$ cat src/rtl/cfg_sec_ctrl.sv
module cfg_sec_ctrl #(
  parameter int AW     = 4,
  parameter int DW     = 16,
  parameter int WR_CYC = 4
) (
  input  logic          clk,
  input  logic          por_n,
  input  logic          rst_n,
  input  logic          cmd_valid,
  input  logic [3:0]    cmd_op,
  input  logic [AW-1:0] cmd_addr,
  input  logic [DW-1:0] cmd_wdata,
  input  logic          abort,
  output logic          rsp_valid,
  output logic [DW-1:0] rsp_data,
  output logic          rsp_err,
  output logic          rsp_ign,
  output logic          prog_mode,
  output logic          io_enable,
  output logic          fuse_set,
  output logic          locked,
  output logic          wr_busy
);
  localparam int DEPTH = 1 << AW;
  localparam int CW    = $clog2(WR_CYC + 1);
  localparam logic [3:0] OP_ENTER = 4'd1, OP_EXIT = 4'd2, OP_ERASE = 4'd3,
                         OP_WRITE = 4'd4, OP_VERIFY = 4'd5, OP_SIGWR = 4'd6,
                         OP_SIGRD = 4'd7, OP_FUSE = 4'd8;

  logic [DW-1:0] mem [DEPTH];
  logic [DW-1:0] sig, pend_data;
  logic [AW-1:0] pend_addr;
  logic [CW-1:0] cnt;
  logic          dirty;
  logic [1:0]    stage;

  assign wr_busy   = (cnt != '0);
  assign io_enable = !prog_mode && !locked;

  always_ff @(posedge clk or negedge por_n) begin
    if (!por_n) begin
      for (int i = 0; i < DEPTH; i++) mem[i] <= '1;
      sig       <= '0;
      pend_data <= '0;
      pend_addr <= '0;
      cnt       <= '0;
      fuse_set  <= 1'b0;
      locked    <= 1'b0;
      prog_mode <= 1'b0;
      dirty     <= 1'b0;
      stage     <= 2'd0;
      rsp_valid <= 1'b0;
      rsp_data  <= '0;
      rsp_err   <= 1'b0;
      rsp_ign   <= 1'b0;
    end else if (!rst_n) begin
      locked    <= locked | (prog_mode & dirty);
      prog_mode <= 1'b0;
      dirty     <= 1'b0;
      stage     <= 2'd0;
      cnt       <= '0;
      rsp_valid <= 1'b0;
      rsp_data  <= '0;
      rsp_err   <= 1'b0;
      rsp_ign   <= 1'b0;
    end else begin
      rsp_valid <= 1'b0;
      rsp_data  <= '0;
      rsp_err   <= 1'b0;
      rsp_ign   <= 1'b0;
      if (wr_busy) begin
        cnt <= cnt - 1'b1;
        if (cnt == CW'(1)) begin
          mem[pend_addr] <= pend_data;
          if (stage == 2'd1) stage <= 2'd2;
        end
      end
      if (prog_mode && abort) begin
        prog_mode <= 1'b0;
        cnt       <= '0;
        if (dirty) locked <= 1'b1;
        dirty     <= 1'b0;
        stage     <= 2'd0;
      end else if (cmd_valid) begin
        rsp_valid <= 1'b1;
        if (!prog_mode) begin
          case (cmd_op)
            OP_ENTER: begin
              prog_mode <= 1'b1;
              dirty     <= 1'b0;
              stage     <= 2'd0;
            end
            OP_SIGRD: rsp_data <= sig;
            default:  rsp_ign  <= 1'b1;
          endcase
        end else if (wr_busy && cmd_op != OP_EXIT) begin
          rsp_ign <= 1'b1;
        end else begin
          case (cmd_op)
            OP_EXIT: begin
              prog_mode <= 1'b0;
              cnt       <= '0;
              if (wr_busy) locked <= 1'b1;
              else if (stage == 2'd2) locked <= 1'b0;
              dirty     <= 1'b0;
              stage     <= 2'd0;
            end
            OP_ERASE: begin
              for (int i = 0; i < DEPTH; i++) mem[i] <= '1;
              fuse_set <= 1'b0;
              dirty    <= 1'b1;
              if (locked) stage <= 2'd1;
            end
            OP_WRITE: begin
              pend_addr <= cmd_addr;
              pend_data <= cmd_wdata;
              cnt       <= CW'(WR_CYC);
              dirty     <= 1'b1;
            end
            OP_VERIFY: begin
              if (fuse_set) rsp_err <= 1'b1;
              else rsp_data <= mem[cmd_addr];
            end
            OP_SIGWR: begin
              sig   <= cmd_wdata;
              dirty <= 1'b1;
            end
            OP_SIGRD: rsp_data <= sig;
            OP_FUSE: begin
              fuse_set <= 1'b1;
              dirty    <= 1'b1;
            end
            default: rsp_ign <= 1'b1;
          endcase
        end
      end
    end
  end
endmodule

$ cat config.mk
export PLATFORM = sky130hd
export DESIGN_NAME = cfg_sec_ctrl
export DESIGN_NICKNAME = d
export VERILOG_FILES = /design/src/rtl/cfg_sec_ctrl.sv
export SDC_FILE = /design/constraint.sdc
export NUM_CORES = 1
export LEC_CHECK = 0
export ABC_AREA = 0
export BUFFER_PORTS_ARGS = -buffer_cell sky130_fd_sc_hd__clkbuf_2
export CORE_UTILIZATION = 36
export CTS_CLUSTER_DIAMETER = 80
export CTS_CLUSTER_SIZE = 28
export DETAILED_ROUTE_END_ITERATION = 8
export GPL_TIMING_DRIVEN = 1
export SETUP_SLACK_MARGIN = 0.05
export SLEW_MARGIN = 20
export SYNTH_ARGS = -nofsm -noshare
export SYNTH_HDL_FRONTEND = slang
export SYNTH_SLANG_ARGS = --single-unit
export TNS_END_PERCENT = 20
$ cat constraint.sdc
create_clock -name clk -period 2.6 [get_ports clk]
set_input_delay 0.13 -clock clk [delete_from_list [all_inputs] [get_ports clk]]
set_output_delay 0.13 -clock clk [all_outputs]
set_load 0.05 [all_outputs]
# ---- Word level (Yosys, flattened, before mapping)
# Index checks and enable logic that the tools add are counted.
dict set report totals {
  reg_bits 320
  in_bits 29
  out_inout_bits 24
  elab_cells 156
}
dict set report classes {
  n_addsub 1
  n_lt_le_gt_ge 3
  eq_ne 21
  mux 80
  n_bitwise 6
  reduce_logical 16
}
# operator count
set ops {}
lappend ops {{$mux W256} 7}
lappend ops {{$bwmux W256} 1}
lappend ops {{$mux W16} 10}
lappend ops {{$bmux W16 S4} 1}
lappend ops {{$demux W16 S4} 1}
lappend ops {{$mux W1} 39}
lappend ops {{$pmux W16 S2} 1}
lappend ops {{$reduce_and A6 Y1} 4}
lappend ops {{$mux W2} 10}
lappend ops {{$mux W3} 6}
lappend ops {{$eq A4 B3 Y1 const B} 4}
lappend ops {{$ge A5 B5 Y1 const B} 2}
lappend ops {{$not A4 Y5} 2}
lappend ops {{$ne A3 B1 Y1 const B} 3}
lappend ops {{$eq A4 B2 Y1 const B} 2}
lappend ops {{$ne A4 B1 Y1 const B} 2}
lappend ops {{$reduce_or A7 Y1} 1}
lappend ops {{$ne A3 B3 Y1 const B} 2}
lappend ops {{$pmux W3 S2} 1}
lappend ops {{$lt A5 B1 Y1 const B} 1}
lappend ops {{$ne A5 B3 Y1 const B} 1}
lappend ops {{$eq A4 B1 Y1 const B} 1}
lappend ops {{$eq A4 B4 Y1 const B} 1}
lappend ops {{$logic_and A1 B1 Y1} 4}
lappend ops {{other kinds (17)} 20}

# ---- Logic depth before layout (Yosys ltp)
dict set report logic_depth {
  word_depth 13
  ltp_mapped 9
  mapped_depth_nobuf 7
}

# ---- Least setup slack after synthesis
# No wires, ideal clock.
dict set report synth_path {
  kind {reg2reg}
  startpoint {register cnt[0]}
  endpoint {register pend_addr[1]}
  setup_time_ns 0.128
  t_arrival_ns 1.872
  required_time_ns 2.472
  slack_ns 0.601
  stages_incl_launch_ff 9
  n_path_buf 1
  synth_period_minus_slack_ns 1.999
  path_cell_list {dfrtp_1 -> inv_1 -> ha_1 -> nor2b_2 -> inv_2 -> nor4_1 -> nand2_1 -> buf_2 -> mux2_1}
}
dict set report synth_via {
  elab_chain_cells 4
}
# element line
set synth_rtl {}
lappend synth_rtl {{from (decl)} 33} ;# logic [CW-1:0] cnt;
lappend synth_rtl {{from (signal assigned)} 72} ;# cnt <= cnt - 1'b1;
lappend synth_rtl {{from (signal assigned)} 117} ;# cnt <= CW'(WR_CYC);
lappend synth_rtl {{$reduce_bool A3 Y1} 37} ;# assign wr_busy = (cnt != '0);
lappend synth_rtl {{net wr_busy} 22} ;# output logic wr_busy
lappend synth_rtl {{$logic_and A1 B1 Y1} 96} ;# end else if (wr_busy && cmd_op != OP_EXIT) begin
lappend synth_rtl {{$not A1 Y1 (no line)} --}
lappend synth_rtl {{$reduce_and A6 Y1 (no line)} --}
lappend synth_rtl {{to (signal assigned)} 115} ;# pend_addr <= cmd_addr;
lappend synth_rtl {{to (decl)} 32} ;# logic [AW-1:0] pend_addr;
# The timed path passes the listed nets, and every way through them passes these cells.
# A chain may end at the register's enable or synchronous reset.

# ---- Worst setup path in the final report
dict set report layout_path {
  startpoint {register cnt[0]}
  endpoint {register rsp_data[8]}
}
dict set report layout_via {
  elab_chain_cells 7
}
# element line
set layout_rtl {}
lappend layout_rtl {{$reduce_bool A3 Y1} 37}
lappend layout_rtl {{$logic_and A1 B1 Y1} 96}
lappend layout_rtl {{$mux W16} 96}
lappend layout_rtl {{$mux W16} 86} ;# if (!prog_mode) begin
lappend layout_rtl {{$mux W16} 84} ;# end else if (cmd_valid) begin
lappend layout_rtl {{$mux W16} 78} ;# if (prog_mode && abort) begin
lappend layout_rtl {{$mux W16} 56} ;# end else if (!rst_n) begin
lappend layout_rtl {{to (signal assigned)} 93} ;# OP_SIGRD: rsp_data <= sig;
lappend layout_rtl {{to (signal assigned)} 122} ;# else rsp_data <= mem[cmd_addr];
lappend layout_rtl {{to (signal assigned)} 128} ;# OP_SIGRD: rsp_data <= sig;
lappend layout_rtl {{to (decl)} 15} ;# output logic [DW-1:0] rsp_data,
# No other way between the ends.

==> impl_metrics.toml <==
[timing]
finalSetupViolCount = 0
worst_slew_pin_slew_ns = 1.12
finalCriticalPeriod_ns = 2.28
relSlewSlack_pct = 25.4
rsz0062_at_grt = "false"
min_period_over_period_pct = 87.7
finClkSkew_ns = 0.0252
tns_ns = 0
report.final.slew_viol_count = 0
hold_viol = 0
fin_ws_ns = 0.320
fmax_mhz = 439

[clock_tree]
cts_root_buf = "clkbuf_16"
cts_sinks = 320
clock_latency_ns = 0.53
cts_setup_buffers = 0
h-tree-depth = 1
numCtsBuffers = 17
cts_max_path_buffers = 3
clk_pin_slew_worst_paths_ns = 0.10
cts_tree = "yes"

[setup_path]
cp-endpoint = "rsp_data[8]"
cp-end-kind = "flip-flop"
required_ns = 3.03
r2r-start = "cnt[0]"
rrSetupSlack_ns = 0.32
path_buf_inv = 2
start_kind = "flip-flop"
worst-setup-path-type = "reg -> reg"
crit_slowest_cell = "nand2b_1"
worstPathMaxFanout = 12
slowest_delay_ns = 0.45
timing.rr.end = "rsp_data[8]"
crit_arrival_ns = 2.70
worstPathCellList = "inv_1 > ha_1 > nor2b_2 > inv_2 > nor4_4 > nand2b_1 > o211ai_1"
r2r_cells = 7
critPathTopFamily = "simple AND/OR/NAND/NOR gates"
critPathLaunch = "cnt[0]"
cp.depth = 7

[placement]
port_buffers = 52
pre_cts_ws_ns = 0.370
gp_congestion = 0.808
dp.cells = 1816
dpl_cell_area_mm2 = 0.0168
hpwlAfterDp_um = 24600

[global_routing]
antenna_found_initial = 0
grt_pass1_wl_um = 62500
first_global_vias = 10100
grt_overflow = 0
grt_max_degree = 93
track_usage_pct = 18.2

[yosys]
synth_warnings = 0
synth_edf_count = 0
synthTopCellsByArea = "dfstp_2, mux2i_1, dfrtp_1"
ys.flop_type = "dfstp_2"
yosysTopAreaCell = "dfstp_2"
yosys.area.top_type_share_pct = 42.7
syn_avg_cell_area_um2 = 12.7
yosysUniqueCellTypes = 60
synth-seq-area-share_pct = 52.8
synth_area_mm2 = 0.0158
ys_ff_latch = 320
synth_fp_nets = 1276
synth_common_cells = "mux2i_1, nand2_1, dfstp_2, dfrtp_1, mux4_2"
syn_inst = 1244
synthArstFlopShare_pct = 100
yosysMostFrequentCell = "mux2i_1"

[route]
drcViolationCount = 0
ant_nets = 0
vias_per_cell = 5.17
dr.pass1.iters = 4
vias = 9633
drt_iter0_drc = 751
routed_wl_um = 39400
wl_per_cell_um = 21.1

[final_layout]
antenna_cells = 0
final_nets = 1302
postLayoutCellArea_mm2 = 0.0176
layout-drive-gt1-share_pct = 40.5
syn2layout_area_growth_pct = 11.4
finalNonFillerCells = 1865

[die]
core_area_mm2 = 0.0432
rows = 76
dieArea_mm2 = 0.0446
die_w_um = 211
fp.dieH_um = 211
initial_core_util_pct = 36.5
io_pins = 53

[power]
fin_total_pwr_w = 0.00924
cellPowerDensity_mw_per_mm2 = 526
p_leak_nw = 9.42
peakVddDrop_uv = 360

[min_path]
min_path_cells = 3
hp-class = "in -> reg"

[run]
max-cap-violations = 0

[status]
status = "complete, no violations"
==> power breakdown <==
| part | leakage, nW | internal (W) | switching [W] | total [W] |
|---|---|---|---|---|
| sequential | 3.53 | 0.00511 | 0.0000705 | 0.00518 |
| combinational | 5.62 | 0.000314 | 0.000586 | 0.000900 |
| clock | 0.271 | 0.00141 | 0.00176 | 0.00317 |
| total | 9.42 | 0.00683 | 0.00241 | 0.00924 |
==> worst min path at each step <==
| stage | start | end | slack (ns) |
|---|---|---|---|
| after detailed placement | por_n | sig[0] | 0.09 |
| after floorplan | por_n | cnt[0] | -0.17 |
| after global placement | por_n | sig[0] | 0.09 |
| final | abort | rsp_valid | 0.07 |
| after CTS | abort | rsp_valid | 0.06 |
| after global routing | abort | rsp_valid | 0.08 |
==> routing by layer <==
metal | vias up | routed length, um | global-route usage, %
met5 | - | 0 | 0
met4 | 0 | 589 | 3.27
met3 | 28 | 1430 | 2.45
met2 | 155 | 17900 | 28.2
met1 | 5046 | 19500 | 27.4
li1 | 4404 | - | -
==> through the flow <==
step           util (%)  hold slack (ns)
4_1_cts            40.7           0.0558
5_1_grt            40.7           0.0850
3_3_place_gp       38.9           0.0894
3_5_place_dp       38.9           0.0919
6_report           40.7           0.0666
2_1_floorplan         -           -0.166
==> logic make-up (layout without fill, tap and decap cells) <==
kind of cell | after synthesis | after routing | synth area share, %
compound gates | 45 | 45 | 2.07
buf+inv | 125 | 161 | 3.88
fa+ha+maj | 3 | 3 | 0.238
mux | 393 | 393 | 30.6
flops | 320 | 320 | 52.8
simple gates | 358 | 358 | 10.4
==> final cells by class <==
type	count	area (um^2)
Multi-Input combinational cell	799	6840
Clock inverter	8	106
Tap cell	585	732
Timing Repair Buffer	127	1100
Fill cell	4093	25600
Sequential cell	320	8330
Inverter	5	18.8
Clock buffer	21	450
==> flip-flops by register name, summed over array words and instances, names as in the netlist <==
signal,flops
pend_data,16
rsp_data,16
mem,256
pend_addr,4
rsp_err,1
prog_mode,1
rsp_valid,1
cnt,3
stage,2
fuse_set,1
rsp_ign,1
locked,1
sig,16
dirty,1
==> repair_timing <==
item | CTS | global route
endpoints found under the hold margin | 90 | 0
hold buffers | 20 | 0
gates resized for setup | 0 | 0
==> cell usage in the layout, fill, tap and decap left out, drive strengths merged, types with 20 or more instances in the layout <==
master         n
mux2i        282
nand2        264
dfstp        256
clkbuf        70
mux4          64
dfrtp         64
buf           58
mux2          47
nand3         37
dlygate4sd3   20
==> worst reg2reg max path, delay by kind of cell, from the launching register on <==
family | cells | cell delay (ns)
and+or+nand+nor | 3 | 0.97
DFF | 1 | 0.42
AOI/OAI and AO/OA | 1 | 0.38
adders and majority gates | 1 | 0.24
buffers and inverters | 2 | 0.19
No activity file was read; power rests on OpenSTA's default activity.
